File: src/rtl/ext_irq_pkg.sv
package ext_irq_pkg;

    typedef enum logic [1:0] {
        SNS_LOW  = 2'd0,
        SNS_FALL = 2'd1,
        SNS_RISE = 2'd2,
        SNS_BOTH = 2'd3
    } sense_e;

    typedef enum logic [1:0] {
        SY_FILL0 = 2'd0,
        SY_FILL1 = 2'd1,
        SY_ARM   = 2'd2,
        SY_LIVE  = 2'd3
    } sync_state_e;

    localparam int REG_W       = 16;
    localparam int ADDR_W      = 3;
    localparam logic [ADDR_W-1:0] OFF_NMI   = 3'd0;
    localparam logic [ADDR_W-1:0] OFF_SENSE = 3'd2;
    localparam logic [ADDR_W-1:0] OFF_PEND  = 3'd4;
    localparam int NMI_LVL_BIT  = 15;
    localparam int NMI_EDGE_BIT = 8;
    localparam int NMI_FLAG_BIT = 1;

endpackage

File: src/rtl/pin_conditioner.sv
module pin_conditioner
    import ext_irq_pkg::*;
(
    input  logic clk_i,
    input  logic rst_ni,
    input  logic pin_i,
    output logic lvl_o,
    output logic prev_o,
    output logic live_o
);

    logic        meta_q;
    logic        sync_q;
    logic        prev_q;
    sync_state_e state_q;
    sync_state_e state_d;

    always_ff @(posedge clk_i or negedge rst_ni) begin
        if (!rst_ni) begin
            meta_q <= 1'b0;
            sync_q <= 1'b0;
            prev_q <= 1'b0;
        end else begin
            meta_q <= pin_i;
            sync_q <= meta_q;
            prev_q <= sync_q;
        end
    end

    always_comb begin
        state_d = state_q;
        unique case (state_q)
            SY_FILL0: state_d = SY_FILL1;
            SY_FILL1: state_d = SY_ARM;
            SY_ARM:   state_d = SY_LIVE;
            SY_LIVE:  state_d = SY_LIVE;
            default:  state_d = SY_FILL0;
        endcase
    end

    always_ff @(posedge clk_i or negedge rst_ni) begin
        if (!rst_ni) state_q <= SY_FILL0;
        else         state_q <= state_d;
    end

    assign lvl_o  = sync_q;
    assign prev_o = prev_q;
    assign live_o = (state_q == SY_LIVE);

    a_r11_live_stays: assert property (@(posedge clk_i) disable iff (!rst_ni)
        live_o |=> live_o);

endmodule

File: src/rtl/irq_line_latch.sv
module irq_line_latch
    import ext_irq_pkg::*;
(
    input  logic   clk_i,
    input  logic   rst_ni,
    input  sense_e mode_i,
    input  logic   lvl_i,
    input  logic   prev_i,
    input  logic   live_i,
    input  logic   clr_i,
    output logic   pend_o
);

    logic evt;
    logic pend_q;

    always_comb begin
        evt = 1'b0;
        if (live_i) begin
            unique case (mode_i)
                SNS_LOW:  evt = !lvl_i;
                SNS_FALL: evt = prev_i && !lvl_i;
                SNS_RISE: evt = !prev_i && lvl_i;
                SNS_BOTH: evt = prev_i ^ lvl_i;
                default:  evt = 1'b0;
            endcase
        end
    end

    always_ff @(posedge clk_i or negedge rst_ni) begin
        if (!rst_ni)    pend_q <= 1'b0;
        else if (evt)   pend_q <= 1'b1;
        else if (clr_i) pend_q <= 1'b0;
    end

    assign pend_o = pend_q;

    a_r8_event_wins: assert property (@(posedge clk_i) disable iff (!rst_ni)
        evt |=> pend_o);
    a_r7_hold_set: assert property (@(posedge clk_i) disable iff (!rst_ni)
        (pend_o && !clr_i) |=> pend_o);
    a_r7_clear_works: assert property (@(posedge clk_i) disable iff (!rst_ni)
        (clr_i && !evt) |=> !pend_o);

endmodule

File: src/rtl/ext_irq_sense.sv
module ext_irq_sense
    import ext_irq_pkg::*;
#(
    parameter int N_LINES = 8
) (
    input  logic              clk_i,
    input  logic              rst_ni,
    input  logic [N_LINES-1:0] irq_pin_i,
    input  logic              nmi_pin_i,
    input  logic [ADDR_W-1:0] reg_addr_i,
    input  logic              reg_wr_i,
    input  logic [REG_W-1:0]  reg_wdata_i,
    output logic [REG_W-1:0]  reg_rdata_o,
    output logic [N_LINES-1:0] irq_o,
    output logic              nmi_o
);

    localparam int SENSE_W = 2 * N_LINES;

    logic [SENSE_W-1:0] sense_q;
    logic               nmi_rise_q;
    logic [N_LINES-1:0] pend;
    logic [N_LINES-1:0] line_clr;
    logic               wr_sense;
    logic               wr_pend;
    logic               wr_nmi;
    logic               nmi_lvl;
    logic               nmi_prev;
    logic               nmi_live;
    logic               nmi_flag;
    sense_e             nmi_mode;

    assign wr_sense = reg_wr_i && (reg_addr_i == OFF_SENSE);
    assign wr_pend  = reg_wr_i && (reg_addr_i == OFF_PEND);
    assign wr_nmi   = reg_wr_i && (reg_addr_i == OFF_NMI);

    always_ff @(posedge clk_i or negedge rst_ni) begin
        if (!rst_ni) begin
            sense_q    <= '0;
            nmi_rise_q <= 1'b0;
        end else begin
            if (wr_sense) sense_q    <= reg_wdata_i[SENSE_W-1:0];
            if (wr_nmi)   nmi_rise_q <= reg_wdata_i[NMI_EDGE_BIT];
        end
    end

    for (genvar n = 0; n < N_LINES; n++) begin : g_line
        logic lvl, prev, live;

        pin_conditioner u_cond (
            .clk_i  (clk_i),
            .rst_ni (rst_ni),
            .pin_i  (irq_pin_i[n]),
            .lvl_o  (lvl),
            .prev_o (prev),
            .live_o (live)
        );

        assign line_clr[n] = wr_pend && !reg_wdata_i[n];

        irq_line_latch u_latch (
            .clk_i  (clk_i),
            .rst_ni (rst_ni),
            .mode_i (sense_e'(sense_q[2*n +: 2])),
            .lvl_i  (lvl),
            .prev_i (prev),
            .live_i (live),
            .clr_i  (line_clr[n]),
            .pend_o (pend[n])
        );
    end

    pin_conditioner u_nmi_cond (
        .clk_i  (clk_i),
        .rst_ni (rst_ni),
        .pin_i  (nmi_pin_i),
        .lvl_o  (nmi_lvl),
        .prev_o (nmi_prev),
        .live_o (nmi_live)
    );

    assign nmi_mode = nmi_rise_q ? SNS_RISE : SNS_FALL;

    irq_line_latch u_nmi_latch (
        .clk_i  (clk_i),
        .rst_ni (rst_ni),
        .mode_i (nmi_mode),
        .lvl_i  (nmi_lvl),
        .prev_i (nmi_prev),
        .live_i (nmi_live),
        .clr_i  (wr_nmi && !reg_wdata_i[NMI_FLAG_BIT]),
        .pend_o (nmi_flag)
    );

    always_comb begin
        reg_rdata_o = '0;
        case (reg_addr_i)
            OFF_NMI: begin
                reg_rdata_o[NMI_LVL_BIT]  = nmi_lvl;
                reg_rdata_o[NMI_EDGE_BIT] = nmi_rise_q;
                reg_rdata_o[NMI_FLAG_BIT] = nmi_flag;
            end
            OFF_SENSE: reg_rdata_o[SENSE_W-1:0] = sense_q;
            OFF_PEND:  reg_rdata_o[N_LINES-1:0] = pend;
            default:   reg_rdata_o = '0;
        endcase
    end

    assign irq_o = pend;
    assign nmi_o = nmi_flag;

    a_r2_sense_write: assert property (@(posedge clk_i) disable iff (!rst_ni)
        wr_sense |=> (sense_q == $past(reg_wdata_i[SENSE_W-1:0])));
    a_r12_stray_write: assert property (@(posedge clk_i) disable iff (!rst_ni)
        (reg_wr_i && !wr_sense && !wr_nmi) |=> (sense_q == $past(sense_q)));

endmodule

File: config.mk
export PLATFORM = sky130hd
export DESIGN_NAME = ext_irq_sense
export DESIGN_NICKNAME = d
export VERILOG_FILES = /design/src/rtl/ext_irq_pkg.sv /design/src/rtl/pin_conditioner.sv /design/src/rtl/irq_line_latch.sv /design/src/rtl/ext_irq_sense.sv
export SDC_FILE = /design/constraint.sdc
export NUM_CORES = 1
export LEC_CHECK = 0
export BUFFER_PORTS_ARGS = -buffer_cell sky130_fd_sc_hd__buf_2
export CORE_MARGIN = 2
export CORE_UTILIZATION = 35
export CTS_CLUSTER_DIAMETER = 50
export CTS_CLUSTER_SIZE = 16
export DETAILED_ROUTE_END_ITERATION = 10
export PLACE_DENSITY_LB_ADDON = 0.08
export SYNTH_ARGS = -nofsm -noshare
export SYNTH_HDL_FRONTEND = slang
export SYNTH_SLANG_ARGS = --single-unit
File: constraint.sdc
create_clock -name clk_i -period 3.13 [get_ports clk_i]
set_clock_uncertainty 0.1 [all_clocks]
set_input_delay 0.1565 -clock clk_i [delete_from_list [all_inputs] [get_ports clk_i]]
set_output_delay 0.1565 -clock clk_i [all_outputs]
set_load 0.005 [all_outputs]
Word level (Yosys, flattened, before mapping)
Cells that the tools add are included.
{ "classes": {"reduce_logical": 93, "n_mux": 52, "n_bitwise": 9, "n_eq_ne": 56} }
{ "ops": {"columns": ["op", "count"], "rows": [
  ["$eq 2x2->1 const B", 36],
  ["$pmux 2 s3", 9],
  ["$eq 2x1->1 const B", 18],
  ["$logic_not 2->1", 18],
  ["$pmux 1 s4", 9],
  ["$logic_and 1x1->1", 30],
  ["$mux 1", 27],
  ["$logic_not 1->1", 26],
  ["$reduce_bool 2->1", 9],
  ["$reduce_or 2->1", 9],
  ["$pmux 6 s2", 1],
  ["$xor 1x1->1", 9],
  ["$mux 6", 1],
  ["$pmux 1 s2", 3],
  ["$eq 3x2->1 const B", 1],
  ["$eq 3x3->1 const B", 1],
  ["$logic_not 3->1", 1],
  ["$pmux 1 s3", 1],
  ["$mux 2", 1]
]} }
{ "totals": {"output_inout_bits": 25, "regBits": 71, "word_cells": 257} }

Depth between registers and ports, before layout
Gate-level depths: netlist of the first run.
{ "depth": {"ltp_word": 5, "mapped_depth": 5, "mapped_depth_nobuf": 5} }

Hierarchy
From an unflattened synthesis of the first run, not the netlist that was laid out.
{ "unflattened": {"cells_unflattened": 267, "hier_area_um2": 3250.6} }
{ "by_module_without_submodules": {"columns": ["module", "instances", "area_per_inst_um2", "seq_area_each_um2", "cells_per_inst"], "rows": [
  ["pin_conditioner", 9, 145.1, 125.1, 8],
  ["ext_irq_sense", 1, 998.5, 425.4, 87],
  ["irq_line_latch", 9, 105.1, 25.0, 12]
]} }

Worst setup path before layout of the first run
No wires, ideal clock.
{ "synth_path": {"kind": "input-to-reg", "from": "input reg_addr_i[2]", "to": "register sense_q[15]", "setup_slack_ps": 1857, "cell_stages": 5, "arrival_time_ps": 1048, "setup_ps": 125, "t_required_ps": 2905, "path_cell_list": "nor2_2 and3_4 buf_6 buf_12 mux2_4"} }
{ "synth_between": {"elab_chain_cells": 2} }
{ "synth_rtl": {"columns": ["element", "line", "text"], "rows": [
  ["start: declaration", "ext_irq_sense.sv:10", "input logic [ADDR_W-1:0] reg_addr_i,"],
  ["$eq 3x2->1", "ext_irq_sense.sv:33", "assign wr_sense = reg_wr_i && (reg_addr_i == OFF_SENSE);"],
  ["$logic_and 1x1->1", "ext_irq_sense.sv:33", null],
  ["end signal: assignment", "ext_irq_sense.sv:42", "if (wr_sense) sense_q <= reg_wdata_i[SENSE_W-1:0];"],
  ["end: declaration", "ext_irq_sense.sv:20", "logic [SENSE_W-1:0] sense_q;"]
]} }
No other way between the ends.
A chain may end at the register's enable or synchronous reset.

Worst setup path after layout of the first run
{ "layout_path": {"from": "input reg_addr_i[1]", "to": "output reg_rdata_o[4]"} }
{ "layout_between": {"elab_chain_cells": 2, "word_cells_on_any_way": 3} }
{ "layout_rtl": {"columns": ["element", "line", "text"], "rows": [
  ["$eq 3x3->1 or $eq 3x2->1 (tied branches)", "ext_irq_sense.sv:97", "case (reg_addr_i)"],
  ["$pmux 6 s2 (*)", "ext_irq_sense.sv:97", null],
  ["end: declaration", "ext_irq_sense.sv:13", "output logic [REG_W-1:0] reg_rdata_o,"]
]} }
Every way passes the cells marked *; elsewhere a longest branch is shown, timed or not.

==> key figures, run 1 <==
Outcome
  – Status: complete, no violations

Power and ir drop
  – Peak VDD IR: between 0.2 and 0.3 mV
  – Leakage power: about 1.8 nW
  – P per Cell Area: between 500 and 600 mW/mm2

Yosys
  – Area fraction of the dominant cell type after synthesis: roughly 57%
  – Post-synth top area cell: dfrtp_1
  – Synth Instances: around 260
  – Synth Flop Type: dfrtp_1
  – Mean Syn Cell Area: ~12 um2
  – Yosys cell types: 31
  – Warnings from Yosys: 0
  – Yosys reg bits: between 70 and 80
  – Seq/Total Area, Yosys: 57.4%
  – Syn Nets: 302
  – Post-Syn Area: between 0.003 and 0.004 mm2
  – Synth top area cells: dfrtp_1, ha_1, mux2_4
  – Post-synth EDFFs: 0
  – Share of flip-flops with an asynchronous set or reset: 100%

Floorplanning
  – Die width: approximately 100 um
  – # IOs: 56
  – Starting Density: a little over a third
  – # rows: 34
  – Core Area: between 0.008 and 0.009 mm2
  – DIE HEIGHT: approximately 100 um
  – Die area: approximately 0.0096 mm2

Layout
  – Fillers: between 800 and 900
  – # diodes: 0
  – Final nets: 380
  – Ratio of cells with drive above 1 in the final layout: between 20% and 30%
  – Multi-input logic area: roughly 0.0012 mm2
  – Sequential cell area: 0.00178 mm2
  – Final std cells w/o fill: approximately 450
  – P&R area growth vs syn: 25.8%

Clock network
  – Post-CTS Setup Bufs: 0
  – H-tree depth: 3
  – Skew-Pair Late Insertion Delay: around 340 ps
  – CTS tree: yes
  – Clock slew at reported path FFs: 70 ps
  – CTS Buf Count: 9
  – Root Buffer: clkbuf_8
  – Max clock buf depth: 2
  – CTS sink cnt: between 70 and 80

Min path
  – HP Start: reg_wr_i
  – Hold Path Sink: nmi_rise_q
  – Hold crit path type: input port to register
  – Hold-critical path depth: 3

Drt
  – Detail Route Antenna Nets: 0
  – Iter 0 DRT Violations: about 70
  – WL final: approximately 6300 um
  – Post-route DRC: 0
  – Post-DR vias/cell: between 4 and 5
  – Via Count: 2078
  – DR pass1 iterations: 4
  – Wire per inst: ~14 um

Worst setup path
  – CP top delay family: simple AND/OR/NAND/NOR gates
  – Required time of the critical path: approximately 2900 ps
  – Crit path max fanout: 14
  – Critical Path AT: about 1300 ps
  – Crit. End Element: output pin
  – R2r setup slk: 1760 ps
  – Startpoint types: input port
  – Reg2reg end: g_line[7].u_latch.pend_o
  – Worst path slowest cell: nor2b_1
  – Buf/Inv on CP: 2
  – Worst path most repeated cell: buf_2
  – Worst r2r path cells: 5
  – Cell Chain, Critical Path: buf_2, nor2b_1, a22oi_1, nor2_1, buf_2
  – Critical path type: input port to output pin
  – Critical path's largest stage delay: 480 ps
  – R2r startpoint: g_line[7].u_cond.lvl_o

STA
  – Final setup margin: 1560 ps
  – Setup TNS: 0 ps
  – Final worst path period share: 50.2%
  – RSZ-0062 raised after global routing: no
  – Min Clock Period, post-route: 1570 ps
  – Max Clock Freq: about 640 MHz
  – Final Max Tran Viols: 0
  – Slew Limit Headroom: 39.4%
  – Final setup viols: 0
  – Final hold vios: 0
  – Slew @ Worst Pin: slightly above 900 ps

Global route
  – Number of global-route vias before repair: between 2000 and 2500
  – GR Util All Layers: 14.4%
  – Largest net degree at the start of global routing: a little over 70
  – First-pass GRT wire length: 10800 um
  – Initial antenna violation count: 0
  – GRT Residual Overflow: 0

Place
  – GP Congestion: just over 0.7
  – Placed cell count: approximately 400
  – Port bufs: 55
  – Pre-CTS setup slack: approximately 1500 ps
  – Detail Placement HPWL: 4300 um

Flow run
  – Max_cap viols: 0
worst max path at each step:
stage,startpoint,end,slack [ps],cells after the start
2_1_floorplan,reg_addr_i[2],sense_q[15],1860,5
3_3_place_gp,reg_addr_i[0],sense_q[10],1510,4
3_5_place_dp,reg_addr_i[0],sense_q[14],1470,4
4_1_cts,reg_addr_i[1],reg_rdata_o[4],1530,5
5_1_grt,reg_addr_i[1],reg_rdata_o[5],1420,5
6_report,reg_addr_i[1],reg_rdata_o[4],1560,5
synthesized netlist by cell type (7+ instances only):
master    instances
nor2_1           23
mux2_2            7
mux2_4           10
inv_1            16
a21oi_1           9
a22oi_1           7
buf_4             8
o21ai_0          10
nand2b_1          9
ha_1             16
dfrtp_1          71
o311ai_0          8
nand2_1           9
or2_2             9
through the flow:
| step | power (mW) | cell area, um2 | util [%] | hold WS (ps) |
|---|---|---|---|---|
| 2_1_floorplan | 1.25 | 3100 | - | -239 |
| 3_3_place_gp | 1.35 | 3400 | 39.4 | 165 |
| 3_5_place_dp | 1.36 | 3400 | 39.4 | 166 |
| 4_1_cts | 2.23 | 3890 | 45.1 | 198 |
| 5_1_grt | 2.32 | 3890 | 45.1 | 206 |
| 6_report | 2.19 | 3890 | 45.1 | 208 |
power breakdown:
group	leakage [nW]	switching [mW]	total [mW]	internal [mW]
logic	0.953	0.113	0.275	0.163
clock network	0.112	0.346	0.837	0.491
registers	0.758	0.0835	1.08	0.994
total	1.82	0.542	2.19	1.65
final cells by class:
cell class                 instances  area share [%]
timing repair buffer              81            13.8
multi-input combinational        154            29.6
clock buffer                      11            3.89
clock inverter                     5            2.06
tap                              108            3.47
sequential                        71            45.6
inverter                          16            1.54
routing by layer:
metal,part of all wire (%),up-vias,GRT usage [%]
li1,-,1029,-
met2,45,35,21.3
met5,0,-,0
met1,50,1006,20.2
met4,1.2,0,5.13
met3,4.1,8,4.15
what timing repair did:
action / in CTS / in global routing
hold buffers: 26 / 0
gates resized for setup: 0 / 0
endpoints found under the hold margin: 97 / 0
worst register-to-register path: stages (launching register included):
cell and delay, ps:
dfrtp_1 390, inv_1 60, ha_1 270, nor2b_1 40
o2111ai_1 190, o311ai_0 180
flip-flops by register name, summed over array words and instances (netlist names):
| signal | cells |
|---|---|
| u_nmi_latch.pend_o | 1 |
| g_line.u_cond.lvl_o | 8 |
| u_nmi_cond.state_q | 2 |
| nmi_rise_q | 1 |
| u_nmi_cond.prev_o | 1 |
| g_line.u_cond.prev_o | 8 |
| g_line.u_cond.meta_q | 8 |
| g_line.u_cond.state_q | 16 |
| g_line.u_latch.pend_o | 8 |
| u_nmi_cond.meta_q | 1 |
| sense_q | 16 |
| u_nmi_cond.lvl_o | 1 |
cell families after synthesis:
family	count (synthesis)	synth area share [%]
AO/OA/AOI/OAI	43	9.58
adder cells (fa/ha/maj)	16	6.47
buffers and inverters	30	5.38
flip-flops	71	57.4
multiplexers	20	8.37
AND/OR/NAND/NOR	75	12.8
cells in the final DEF (no fill, tap or decap), drive strengths merged:
cell         Yosys  layout
or2              9       9
nand3            6       6
a2bb2oi          1       1
nor3             2       2
nor2            24      24
nand2            9       9
nand2b           9       9
or4b             1       1
a22oi            7       7
o2111ai          2       2
clkinv           0       1
clkbuf           4      11
and3             7       7
mux2i            3       3
dlygate4sd3      0      26
inv             16      16
a211o            6       6
o311ai           8       8
mux2            17      17
a21oi            9       9
clkinvlp         0       2
nand4bb          1       1
buf             10      55
o21ai           10      10
and2b            1       1
ha              16      16
nor2b            5       5
and3b            1       1
dfrtp           71      71
bufinv           0       2
No activity file was read; power rests on OpenSTA's default activity.
==> run 2, diff against run 1 <==
Clock period 3.13 ns to 1.45 ns, I/O delays scaled along.
==> run 2 against run 1 <==
Final area grew 1.8%. Combinational power grew 150%. Via count grew 1.7%. Routed wire length grew 0.85%. First-iteration DRC count grew 44%. Core utilization grew 0.80 points. Hold slack lost 78 ps. Sequential cell count is the same. Clock power grew 68%. Setup slack lost 1500 ps. Critical path type is now register to output pin. Critical endpoint is now reg_rdata_o[1].
==> key figures, run 2 (synthesis results as in run 1) <==
Outcome
  – Status: complete, no violations (unchanged)

Power and ir drop
  – Leakage power: 1.88 nW (was 1.82 nW)
  – P per Cell Area: 1110 mW/mm2 (was 562 mW/mm2)
  – Combinational fraction of design power: 15.4% (was 12.6%)
  – Switching share of power: 26.1% (was 24.8%)
  – Peak VDD IR: 0.508 mV (was 0.261 mV)
  – Pint: 3.26 mW (was 1.65 mW)
  – Psw: 1.15 mW (was 542 uW)
  – Clock share of power: 32.0% (was 38.2%)
  – Sequential share of power: 52.6% (was 49.2%)

Place
  – Port bufs: 55 (unchanged)
  – Detail Placement HPWL: 4310 um (was 4300 um)
  – Dpl cell area: 0.00346 mm2 (was 0.00340 mm2)
  – GP Congestion: 0.696 (was 0.708)

Drt
  – Via Count: 2114 (was 2078)
  – Post-DR vias/cell: 4.60 (was 4.66)
  – DR pass1 iterations: 4 (unchanged)
  – Detail Route Antenna Nets: 0 (unchanged)
  – WL final: 6370 um (was 6320 um)
  – Post-route DRC: 0 (unchanged)
  – Iter 0 DRT Violations: 98 (was 68)
  – Wire per inst: 13.8 um (was 14.2 um)

Layout
  – Multi-input logic area: 0.00116 mm2 (was 0.00115 mm2)
  – Most common cell after layout, fill and taps aside: dfrtp_1 (unchanged)
  – Final nets: 394 (was 380)
  – Fillers: 847 (was 840)
  – P&R area growth vs syn: 28.0% (was 25.8%)
  – Design area: 0.00396 mm2 (was 0.00389 mm2)
  – Sequential cell area: 0.00178 mm2 (about the same)
  – # diodes: 0 (unchanged)
  – Regs by FF count: g_line.u_cond.state_q x16, sense_q x16 (unchanged)
  – Final core occ: 45.9% (was 45.1%)
  – Most frequent cells in the layout: dfrtp_1, buf_2, dlygate4sd3_1, nor2_1 (unchanged)
  – Ratio of cells with drive above 1 in the final layout: 32.7% (was 29.3%)

Global route
  – Number of global-route vias before repair: 2137 (was 2128)
  – Initial antenna violation count: 0 (unchanged)
  – GRT Residual Overflow: 0 (unchanged)
  – GR Util All Layers: 14.5% (was 14.4%)
  – Largest net degree at the start of global routing: 72 (unchanged)
  – GRT met1 Usage: 19.9% (was 20.2%)
  – GR peak layer: met2 (unchanged)
  – First-pass GRT wire length: 10800 um (about the same)
  – GR Util met2: 21.8% (was 21.3%)
  – GR Util met3: 3.15% (was 4.15%)

Worst setup path
  – Critical path type: register to output pin (was input port to output pin)
  – R2r setup slk: 100 ps (was 1760 ps)
  – Worst setup path startpoint: sense_q[1] (was reg_addr_i[1])
  – Cell Chain, Critical Path: mux2i_1, a2bb2oi_1, nor2_1, buf_2 (was buf_2, nor2b_1, a22oi_1, nor2_1, buf_2)
  – Worst path slowest cell: dfrtp_1 (was nor2b_1)
  – Critical Path AT: 1220 ps (was 1310 ps)
  – Required time of the critical path: 1280 ps (was 2870 ps)
  – CP top delay family: flip-flops (was simple AND/OR/NAND/NOR gates)
  – Critical path's largest stage delay: 400 ps (was 480 ps)
  – R2r startpoint: g_line[1].u_cond.lvl_o (was g_line[7].u_cond.lvl_o)
  – Crit. End Element: output pin (unchanged)
  – Startpoint types: register (was input port)
  – Buf/Inv on CP: 1 (was 2)
  – Crit path max fanout: 3 (was 14)

STA
  – Final worst path period share: ~96%
  – Final setup viols: 0 (unchanged)
  – Final Max Tran Viols: 0 (unchanged)
  – Slew Limit Headroom: 74.1% (was 39.4%)
  – Min Clock Period, post-route: ~1400 ps
  – RSZ-0062 raised after global routing: yes (was no)
  – Final hold vios: 0 (unchanged)
  – Max Clock Freq: just over 700 MHz
  – Setup TNS: 0 ps (unchanged)
  – Slew @ Worst Pin: 388 ps (was 909 ps)

Clock network
  – Max clock buf depth: 2 (unchanged)
  – Clock slew at reported path FFs: 70 ps (about the same)
  – H-tree depth: 3 (unchanged)
  – Root Buffer: clkbuf_8 (unchanged)
  – CTS sink cnt: 71 (unchanged)
  – CTS Buf Count: 9 (unchanged)
  – Skew-Pair Late Insertion Delay: 340 ps (about the same)
  – CTS tree: yes (unchanged)

Floorplanning
  – # rows: 34 (unchanged)
  – Core Area: 0.00864 mm2 (unchanged)
  – # IOs: 56 (unchanged)
  – Starting Density: 35.8% (unchanged)
  – DIE HEIGHT: 98.0 um (unchanged)
  – Die width: 98.0 um (unchanged)
  – Die area: 0.00961 mm2 (unchanged)

Min path
  – HP Start: reg_addr_i[1] (was reg_wr_i)
  – Hold crit path type: input port to register (unchanged)

Flow run
  – Max_cap viols: 0 (unchanged)
-- run 2: cell types whose count changed in the layout (fill, tap and decap cells not counted), moves of 2 or more --
cell / change
clkinv_2: +3
bufinv_16: -2
o311ai_0: -2
o311ai_1: +2
dfrtp_1: -2
clkinvlp_4: -2
dfrtp_2: +2
buf_4: +13
-- run 2: routing by layer --
layer | vias up | wire length [um]
li1 | 1059 | -
met1 | 1007 | 3120
met2 | 36 | 2870
met3 | 12 | 241
met4 | 0 | 140
met5 | - | 0
-- run 2: path summary, 6_finish.rpt --
path                                                     to  depth (start not counted)
min in group asynchronous       g_line[5].u_cond.state_q[0]                          3
worst max register to register     g_line[1].u_latch.pend_o                          4
worst max-delay path                         reg_rdata_o[1]                          4
max in group asynchronous       g_line[4].u_cond.state_q[0]                          3
worst min register to register       g_line[2].u_cond.lvl_o                          0
worst min-delay path                             nmi_rise_q                          3
-- run 2: layout make-up --
cell class,count,share of cell area (%)
clock inverter,4,0.505
timing repair buffer,95,16.5
multi-input combinational,154,29.2
inverter,16,1.52
sequential,71,44.9
clock buffer,12,3.92
tap,108,3.41
-- run 2: worst reg2reg max path, stage by stage, from the launching register on --
cell and delay, ps:
dfrtp_1 400, inv_1 60, ha_1 290, a211o_1 280
o311ai_0 110
-- run 2: power by group through the flow --
stage               Sequential, mW  Combinational (mW)  Clock, mW
global placement              2.37               0.566          0
global route                  2.35               0.772       1.57
CTS                           2.33               0.629       1.47
floorplan                     2.31               0.390          0
finish                        2.32               0.679       1.41
detailed placement            2.37               0.571          0
-- run 2: what timing repair did --
| item | 4_1_cts | 5_1_grt |
|---|---|---|
| pin swaps | 0 | 1 |
| endpoints found under the setup margin | 1 | 7 |
| setup buffers | 0 | 8 |
| hold buffers | 26 | 0 |
| gates resized for setup | 2 | 3 |
| endpoints found under the hold margin | 106 | 0 |
-- run 2: stage by stage --
step | setup WS, ps | power, mW | instances | hold slack, ps
2_1_floorplan | 205 | 2.70 | 255 | -323
3_5_place_dp | 73.3 | 2.94 | 410 | 18.0
5_1_grt | -13.3 | 4.70 | 460 | 148
3_3_place_gp | 98.8 | 2.93 | 410 | 18.4
6_report | 62.3 | 4.41 | 460 | 130
4_1_cts | 6.50 | 4.43 | 452 | 113
